<file path="src/rtl/irq_agg_pkg.sv">
package irq_agg_pkg;

    localparam int STAT_W    = 32;
    localparam int EVT_N     = 10;
    localparam int LVL_N     = 6;
    localparam int IDX_W     = 13;
    localparam int SUM_POS   = 12;
    localparam int LVL_LO    = SUM_POS + 1;
    localparam int IDX_LO    = LVL_LO + LVL_N;
    localparam int GAP_W     = SUM_POS - EVT_N;

    // positions that may drive the interrupt request
    localparam logic [STAT_W-1:0] SRC_BITS =
        {{IDX_W{1'b0}}, {LVL_N{1'b1}}, 1'b0, {GAP_W{1'b0}}, {EVT_N{1'b1}}};

    typedef enum logic [1:0] {
        SEL_STATUS = 2'd0,
        SEL_MASK   = 2'd1,
        SEL_CLRSEL = 2'd2,
        SEL_ALIAS  = 2'd3
    } reg_sel_e;

    typedef struct packed {
        logic rd_plain;
        logic rd_alias;
        logic wr_mask;
        logic wr_clrsel;
    } bus_op_t;

    function automatic logic [STAT_W-1:0] pack_status(
        input logic [EVT_N-1:0] ev,
        input logic [LVL_N-1:0] lvl,
        input logic             sum,
        input logic [IDX_W-1:0] idx
    );
        return {idx, lvl, sum, {GAP_W{1'b0}}, ev};
    endfunction

endpackage

</file>
<file path="src/rtl/irq_evt_bank.sv">
module irq_evt_bank
    import irq_agg_pkg::*;
#(
    parameter int N = EVT_N
) (
    input  logic         clk,
    input  logic         rst,
    input  logic [N-1:0] pulse,
    input  logic         clr_all,
    input  logic         clr_alias,
    input  logic [N-1:0] clr_sel,
    output logic [N-1:0] ev_q
);

    logic [N-1:0] clr_vec;

    for (genvar i = 0; i < N; i++) begin : g_bit
        always_comb clr_vec[i] = clr_all | (clr_alias & clr_sel[i]);

        always_ff @(posedge clk) begin
            if (rst)
                ev_q[i] <= 1'b0;
            else
                ev_q[i] <= (ev_q[i] & ~clr_vec[i]) | pulse[i];
        end
    end


    plain_clear_chk: assert property (@(posedge clk) disable iff (rst)
        clr_all |=> (ev_q == $past(pulse)));


    pulse_kept_chk: assert property (@(posedge clk) disable iff (rst)
        (|pulse) |=> ((ev_q & $past(pulse)) == $past(pulse)));


    alias_keep_chk: assert property (@(posedge clk) disable iff (rst)
        (clr_alias && !clr_all) |=>
        ((ev_q & ~$past(clr_sel)) == (($past(ev_q) | $past(pulse)) & ~$past(clr_sel))));


    alias_drop_chk: assert property (@(posedge clk) disable iff (rst)
        (clr_alias && !clr_all) |=>
        ((ev_q & $past(clr_sel)) == ($past(pulse) & $past(clr_sel))));

endmodule

</file>
<file path="src/rtl/irq_mask_regs.sv">
module irq_mask_regs
    import irq_agg_pkg::*;
#(
    parameter int N = EVT_N
) (
    input  logic              clk,
    input  logic              rst,
    input  logic              wr_mask,
    input  logic              wr_clrsel,
    input  logic [STAT_W-1:0] wdata,
    output logic [STAT_W-1:0] mask_q,
    output logic [N-1:0]      clrsel_q
);

    always_ff @(posedge clk) begin
        if (rst) begin
            mask_q   <= SRC_BITS;
            clrsel_q <= '0;
        end else begin
            if (wr_mask)
                mask_q <= wdata & SRC_BITS;
            if (wr_clrsel)
                clrsel_q <= wdata[N-1:0];
        end
    end


    reset_value_chk: assert property (@(posedge clk) disable iff (rst)
        $past(rst) |-> ((mask_q == SRC_BITS) && (clrsel_q == '0)));


    mask_impl_chk: assert property (@(posedge clk) disable iff (rst)
        (mask_q & ~SRC_BITS) == '0);

endmodule

</file>
<file path="src/rtl/irq_req_gen.sv">
module irq_req_gen
    import irq_agg_pkg::*;
(
    input  logic              clk,
    input  logic              rst,
    input  logic [STAT_W-1:0] status,
    input  logic [STAT_W-1:0] mask,
    output logic              irq_q
);

    logic [STAT_W-1:0] live;

    always_comb live = status & SRC_BITS & ~mask;

    always_ff @(posedge clk) begin
        if (rst)
            irq_q <= 1'b0;
        else
            irq_q <= |live;
    end


    irq_quiet_chk: assert property (@(posedge clk) disable iff (rst)
        ((status & ~mask & SRC_BITS) == '0) |=> !irq_q);


    irq_fire_chk: assert property (@(posedge clk) disable iff (rst)
        ((status & ~mask & SRC_BITS) != '0) |=> irq_q);

endmodule

</file>
<file path="src/rtl/irq_status_agg.sv">
module irq_status_agg
    import irq_agg_pkg::*;
#(
    parameter int ADDR_W = 4
) (
    input  logic              clk,
    input  logic              rst,
    input  logic [EVT_N-1:0]  evt_pulse,
    input  logic [LVL_N-1:0]  src_level,
    input  logic [IDX_W-1:0]  txc_index,
    input  logic [ADDR_W-1:0] bus_addr,
    input  logic              bus_wr,
    input  logic              bus_rd,
    input  logic [STAT_W-1:0] bus_wdata,
    output logic [STAT_W-1:0] bus_rdata,
    output logic              irq,
    output logic              summary
);

    localparam int SEL_W = 2;

    logic              addr_ok;
    reg_sel_e          sel;
    bus_op_t           op;
    logic [EVT_N-1:0]  ev_q;
    logic [LVL_N-1:0]  lvl_q;
    logic [IDX_W-1:0]  idx_q;
    logic [STAT_W-1:0] mask_q;
    logic [EVT_N-1:0]  clrsel_q;
    logic              irq_q;
    logic [STAT_W-1:0] status;

    always_comb begin
        addr_ok = (bus_addr[ADDR_W-1:SEL_W] == '0);
        sel     = reg_sel_e'(bus_addr[SEL_W-1:0]);
        op.rd_plain  = bus_rd & addr_ok & (sel == SEL_STATUS);
        op.rd_alias  = bus_rd & addr_ok & (sel == SEL_ALIAS);
        op.wr_mask   = bus_wr & addr_ok & (sel == SEL_MASK);
        op.wr_clrsel = bus_wr & addr_ok & (sel == SEL_CLRSEL);
    end

    always_ff @(posedge clk) begin
        if (rst) begin
            lvl_q <= '0;
            idx_q <= '0;
        end else begin
            lvl_q <= src_level;
            idx_q <= txc_index;
        end
    end

    irq_evt_bank #(.N(EVT_N)) u_evt (
        .clk       (clk),
        .rst       (rst),
        .pulse     (evt_pulse),
        .clr_all   (op.rd_plain),
        .clr_alias (op.rd_alias),
        .clr_sel   (clrsel_q),
        .ev_q      (ev_q)
    );

    irq_mask_regs #(.N(EVT_N)) u_regs (
        .clk       (clk),
        .rst       (rst),
        .wr_mask   (op.wr_mask),
        .wr_clrsel (op.wr_clrsel),
        .wdata     (bus_wdata),
        .mask_q    (mask_q),
        .clrsel_q  (clrsel_q)
    );

    always_comb status = pack_status(ev_q, lvl_q, irq_q, idx_q);

    irq_req_gen u_req (
        .clk    (clk),
        .rst    (rst),
        .status (status),
        .mask   (mask_q),
        .irq_q  (irq_q)
    );

    always_comb begin
        bus_rdata = '0;
        if (addr_ok) begin
            unique case (sel)
                SEL_STATUS, SEL_ALIAS: bus_rdata = status;
                SEL_MASK:              bus_rdata = mask_q;
                SEL_CLRSEL:            bus_rdata = {{(STAT_W-EVT_N){1'b0}}, clrsel_q};
                default:               bus_rdata = '0;
            endcase
        end
    end

    assign irq     = irq_q;
    assign summary = irq_q;


    gap_zero_chk: assert property (@(posedge clk) disable iff (rst)
        status[SUM_POS-1:EVT_N] == '0);


    level_track_chk: assert property (@(posedge clk) disable iff (rst)
        1'b1 |=> (status[IDX_LO-1:LVL_LO] == $past(src_level)));

endmodule

</file>
<file path="config.mk">
export PLATFORM = sky130hd
export DESIGN_NAME = irq_status_agg
export DESIGN_NICKNAME = d
export VERILOG_FILES = /design/src/rtl/irq_agg_pkg.sv /design/src/rtl/irq_evt_bank.sv /design/src/rtl/irq_mask_regs.sv /design/src/rtl/irq_req_gen.sv /design/src/rtl/irq_status_agg.sv
export SDC_FILE = /design/constraint.sdc
export NUM_CORES = 1
export LEC_CHECK = 0
export CORE_ASPECT_RATIO = 0.6
export CORE_MARGIN = 10
export CORE_UTILIZATION = 43
export CTS_CLUSTER_SIZE = 20
export DETAILED_ROUTE_END_ITERATION = 8
export GPL_ROUTABILITY_DRIVEN = 0
export PLACE_DENSITY = 0.78
export SLEW_MARGIN = 20
export SYNTH_ARGS = -nofsm -noshare
export SYNTH_HDL_FRONTEND = slang
export SYNTH_SLANG_ARGS = --single-unit
</file>
<file path="constraint.sdc">
create_clock -name clk -period 1.7 [get_ports clk]
set_input_delay 0.255 -clock clk [delete_from_list [all_inputs] [get_ports clk]]
set_output_delay 0.255 -clock clk [all_outputs]
set_load 0.01 [all_outputs]
</file>
== Word level (Yosys, flattened, before mapping) ==
Cells that the tools add are included.
Word-level totals
  logic and storage cells: 82
  register bits after elaboration: 56
Cells by class
  eq/ne operators: 3
  bitwise logic cells: 58
  reductions and logical operators: 4
  mux-type cells: 2
Operators by type and width (count)
  32-bit case mux with 3 select lines: 1
  19-bit by 32-bit bitwise AND with 32-bit output: 1
  32-bit two-way mux: 1
  19-bit inverter with 32-bit output: 1
  32-bit OR reduction: 1
  1-bit bitwise AND: 26
  1-bit bitwise OR: 20
  1-bit inverter: 10
  2-bit == test, second input constant: 2
  2-bit logical NOT: 2
  2-bit by 1-bit == test with 1-bit output, second input constant: 1
  2-bit OR reduction: 1

== Longest topological paths before layout ==
  depth after elaboration: 8
  mapped depth: 8
  gate-level depth less buffers: 5

== Cells and area by module ==
Synthesis repeated with hierarchy kept, for this count alone.
Unflattened totals
  cells, all modules: 331
  area total of the unflattened synthesis: 2881.5 um^2
Modules (own cells, without submodules)
  irq_status_agg: cells each 160, seq. area each 380.4 um^2, area an instance 1300.0 um^2, instances 1
  irq_mask_regs: cells each 102, seq. area each 520.5 um^2, area an instance 1074.8 um^2, instances 1
  irq_evt_bank: cells each 43, seq. area each 200.2 um^2, area an instance 356.6 um^2, instances 1
  irq_req_gen: cells each 26, seq. area each 20.0 um^2, area an instance 150.1 um^2, instances 1

== Worst setup path before layout ==
No wires, ideal clock.
  path kind: input-to-output
  start point: in bus_addr[0]
  end point: out bus_rdata[6]
  setup slack: 0.180 ns
  required time: 1.445 ns
  stages on the path: 5
  buffers on the path: 1
  arrival: 1.265 ns
  path through: inv_1 > ha_1 > buf_2 > nor2_1 > a211oi_1
Between the ends
  cells in the longest elaborated chain, start to end: 4
  elaborated cells between the ends (all ways): 7
  classes of those cells: 3 x eq/ne; 2 x mux; 2 x reduce/logical
Ends and longest elaborated chain
  from (decl): RTL line irq_status_agg.sv:11  | input logic [ADDR_W-1:0] bus_addr,
  2-bit == test or 2-bit logical NOT (tied branches): RTL line irq_status_agg.sv:85  | unique case (sel)
  2-bit OR reduction: RTL line irq_status_agg.sv:85
  32-bit case mux with 3 select lines (*): RTL line irq_status_agg.sv:85
  32-bit two-way mux (*): RTL line irq_status_agg.sv:84  | if (addr_ok) begin
  to (decl): RTL line irq_status_agg.sv:15  | output logic [STAT_W-1:0] bus_rdata,
Every way passes the cells marked *; elsewhere a longest branch is shown, timed or not. The select of a mux whose other input is x is not followed.

== Worst setup path in the final report ==
  start point: in bus_addr[1]
  end point: out bus_rdata[2]
Same word-level chain as after synthesis.

==> results.sh <==
export IMPL_grt_busiest_layer="met2"
export IMPL_ff2ff_path_depth=5
export IMPL_finalCritPeriodShare=0.980
export IMPL_ys_flop_type="dfxtp_1"
export IMPL_final_cell_mix="dfxtp_1, nand2_1, clkdlybuf4s50_1, buf_4, a21oi_1"
export IMPL_routedWlPerCell_um=18.7
export IMPL_placed_area_um2=3730
export IMPL_gr_total_overflow=0
export IMPL_cts_htree_levels=2
export IMPL_final_cell_area_um2=4080
export IMPL_holdCritPathClass="in2reg"
export IMPL_clock_latency_ns=0.32
export IMPL_synthMuxAreaShare=0
export IMPL_leakagePower_nw=1.79
export IMPL_ys_warn_count=0
export IMPL_hpwl_um=6540
export IMPL_drv_slew=0
export IMPL_grt_usage=0.197
export IMPL_synth_top_family_by_area="simple AND/OR/NAND/NOR gates"
export IMPL_wirelength_um=9710
export IMPL_irDropWorstVdd_v=0.000361
export IMPL_dpl_cell_count=501
export IMPL_finClkSkew_ns=0.00726
export IMPL_use_met2=0.292
export IMPL_ys_async_sr_fraction=0
export IMPL_fin_cells=519
export IMPL_route_vias_total=2776
export IMPL_area_growth_pct=60.2
export IMPL_portBuffers=84
export IMPL_core_area_um2=5650
export IMPL_cts_tree="done"
export IMPL_vias_per_cell=5.35
export IMPL_ys_seq_area_frac=0.440
export IMPL_cp_data_required_time_ns=1.44
export IMPL_hold_start="evt_pulse[9]"
export IMPL_rr_startpoint="u_regs.mask_q[8]"
export IMPL_numCtsBuffers=5
export IMPL_critical_path_class="in2out"
export IMPL_synth_xor_area_share=0
export IMPL_synth_simple_gate_area_share=0.275
export IMPL_timing_fmax_mhz=601
export IMPL_initial_utilization=0.451
export IMPL_ys_types=29
export IMPL_synth_compound_area_share=0.172
export IMPL_drive_gt1_frac=0.292
export IMPL_cts_sinks=56
export IMPL_grt_pass1_vias=2728
export IMPL_setup_tns_ns=0
export IMPL_cp_max_fo=8
export IMPL_cts_root_buf="clkbuf_8"
export IMPL_die_area_um2=9510
export IMPL_clk_pin_slew_ns=0.09
export IMPL_grt_pass1_wl_um=14800
export IMPL_final_common_cell="dfxtp_1"
export IMPL_avgSynthCellArea_um2=7.99
export IMPL_hold_end="u_evt.ev_q[9]"
export IMPL_synthAdderAreaFrac=0.0196
export IMPL_maxCapViolations=0
export IMPL_synth_edf_count=0
export IMPL_drt_iter0_markers=298
export IMPL_crit_arrival_ns=1.41
export IMPL_cts_buffer_depth=2
export IMPL_finalSetupViolations=0
export IMPL_die_h_um=79.6
export IMPL_ioPinCount=103
export IMPL_drt_pass1_iter_count=5
export IMPL_antenna_found_initial=0
export IMPL_hold_depth=3
export IMPL_diodes=0
export IMPL_status="completed"
export IMPL_synth_cells=319
export IMPL_nets=512
export IMPL_worst_setup_path_end_kind="output port"
export IMPL_hold_slack_ns=0.474
export IMPL_drcViolationCount=0
export IMPL_rr_endpoint="u_req.irq_q"
export IMPL_rows=21
export IMPL_syn_area_um2=2550
export IMPL_p_per_area_nw_per_um2=689
export IMPL_die_x_um=119
export IMPL_rsz0062_at_grt="false"
export IMPL_finalPower_mw=2.81
export IMPL_hold_viol=0
export IMPL_met3_usage=0.0636
export IMPL_regToRegSetupSlack_ns=0.44
export IMPL_grt_max_degree=57
export IMPL_start_kind="input pin"
export IMPL_ant_nets=0
export IMPL_met1_usage=0.266
export IMPL_fin_crit_ns=1.67
export IMPL_ys_seq_elements=56
[layout make-up]
type / count / area, um^2
Timing Repair Buffer: 135 / 1290
Sequential cell: 56 / 1120
Multi-Input combinational cell: 216 / 1390
Clock buffer: 6 / 82.6
Fill cell: 419 / 1570
Clock inverter: 1 / 8.76
Tap cell: 80 / 100
Inverter: 25 / 96.3
[per-stage QoR]
| stage | utilization | setup slack, ns |
|---|---|---|
| 2_1_floorplan | - | 0.180 |
| 3_3_place_gp | 0.661 | -0.830 |
| 3_5_place_dp | 0.661 | -0.877 |
| 4_1_cts | 0.719 | 0.00616 |
| 5_1_grt | 0.723 | 0.0000706 |
| 6_report | 0.723 | 0.0348 |
[how the worst max path moves through the flow]
stage,endpoint,startpoint,slack (ns),cells past startpoint
after floorplan,bus_rdata[6],bus_addr[0],0.18,5
after global placement,bus_rdata[8],bus_addr[0],-0.83,7
after detailed placement,bus_rdata[0],bus_addr[0],-0.88,7
after CTS,bus_rdata[31],bus_addr[1],0.006,9
after global routing,bus_rdata[12],bus_addr[1],0.00007,8
final,bus_rdata[2],bus_addr[1],0.03,8
[worst max-delay path, cell delays in order]
cell	delay [ns]
buf_2	0.11
inv_2	0.08
buf_6	0.10
ha_4	0.18
buf_12	0.15
a22oi_2	0.10
a211oi_2	0.26
buf_2	0.17
[Yosys cell counts (7+ instances only)]
cell,instances,area [um^2]
dfxtp_1,56,1120
o21ai_0,10,50.1
clkbuf_1,7,26.3
a21oi_1,36,180
inv_1,25,93.8
nand3_1,8,40.0
nor2b_1,19,119
nor2_1,10,37.5
buf_2,8,40.0
and2_1,14,87.6
a211oi_1,10,75.1
nand3b_1,16,120
a22oi_1,10,75.1
nand2_1,53,199
nand2b_1,9,56.3
[repair_timing]
item | 4_1_cts | 5_1_grt
gates resized for setup | 177 | 14
endpoints found under the hold margin | 0 | 0
gates cloned | 5 | 0
setup endpoints to repair | 30 | 15
hold buffers | 0 | 0
pin swaps | 23 | 5
buffers inserted | 7 | 0
[kinds of logic (layout without fill, tap and decap cells)]
logic type	count (synthesis)	after routing
buffers and inverters	49	167
DFF	56	56
other	1	2
AOI/OAI and AO/OA	74	74
adders and majority gates	4	4
and+or+nand+nor	135	136
[layer usage]
metal / share of wire / vias to the layer above / wire length [um]
met5: 0 / - / 0
met4: 0.017 / 0 / 164
met3: 0.11 / 18 / 1060
met2: 0.42 / 188 / 4120
met1: 0.45 / 1278 / 4370
li1: - / 1292 / -
[registers in the layout, indices dropped and copies added (netlist names)]
signal	cells
u_evt.ev_q	10
u_regs.mask_q	16
idx_q	13
lvl_q	6
u_regs.clrsel_q	10
u_req.irq_q	1
[power by group]
| part | switching [mW] | internal, mW | leakage [nW] |
|---|---|---|---|
| Sequential | 0.0440 | 1.37 | 0.461 |
| Clock | 0.435 | 0.326 | 0.0473 |
| Combinational | 0.273 | 0.369 | 1.28 |
| Total | 0.753 | 2.06 | 1.79 |
No activity file was read; power rests on OpenSTA's default activity.
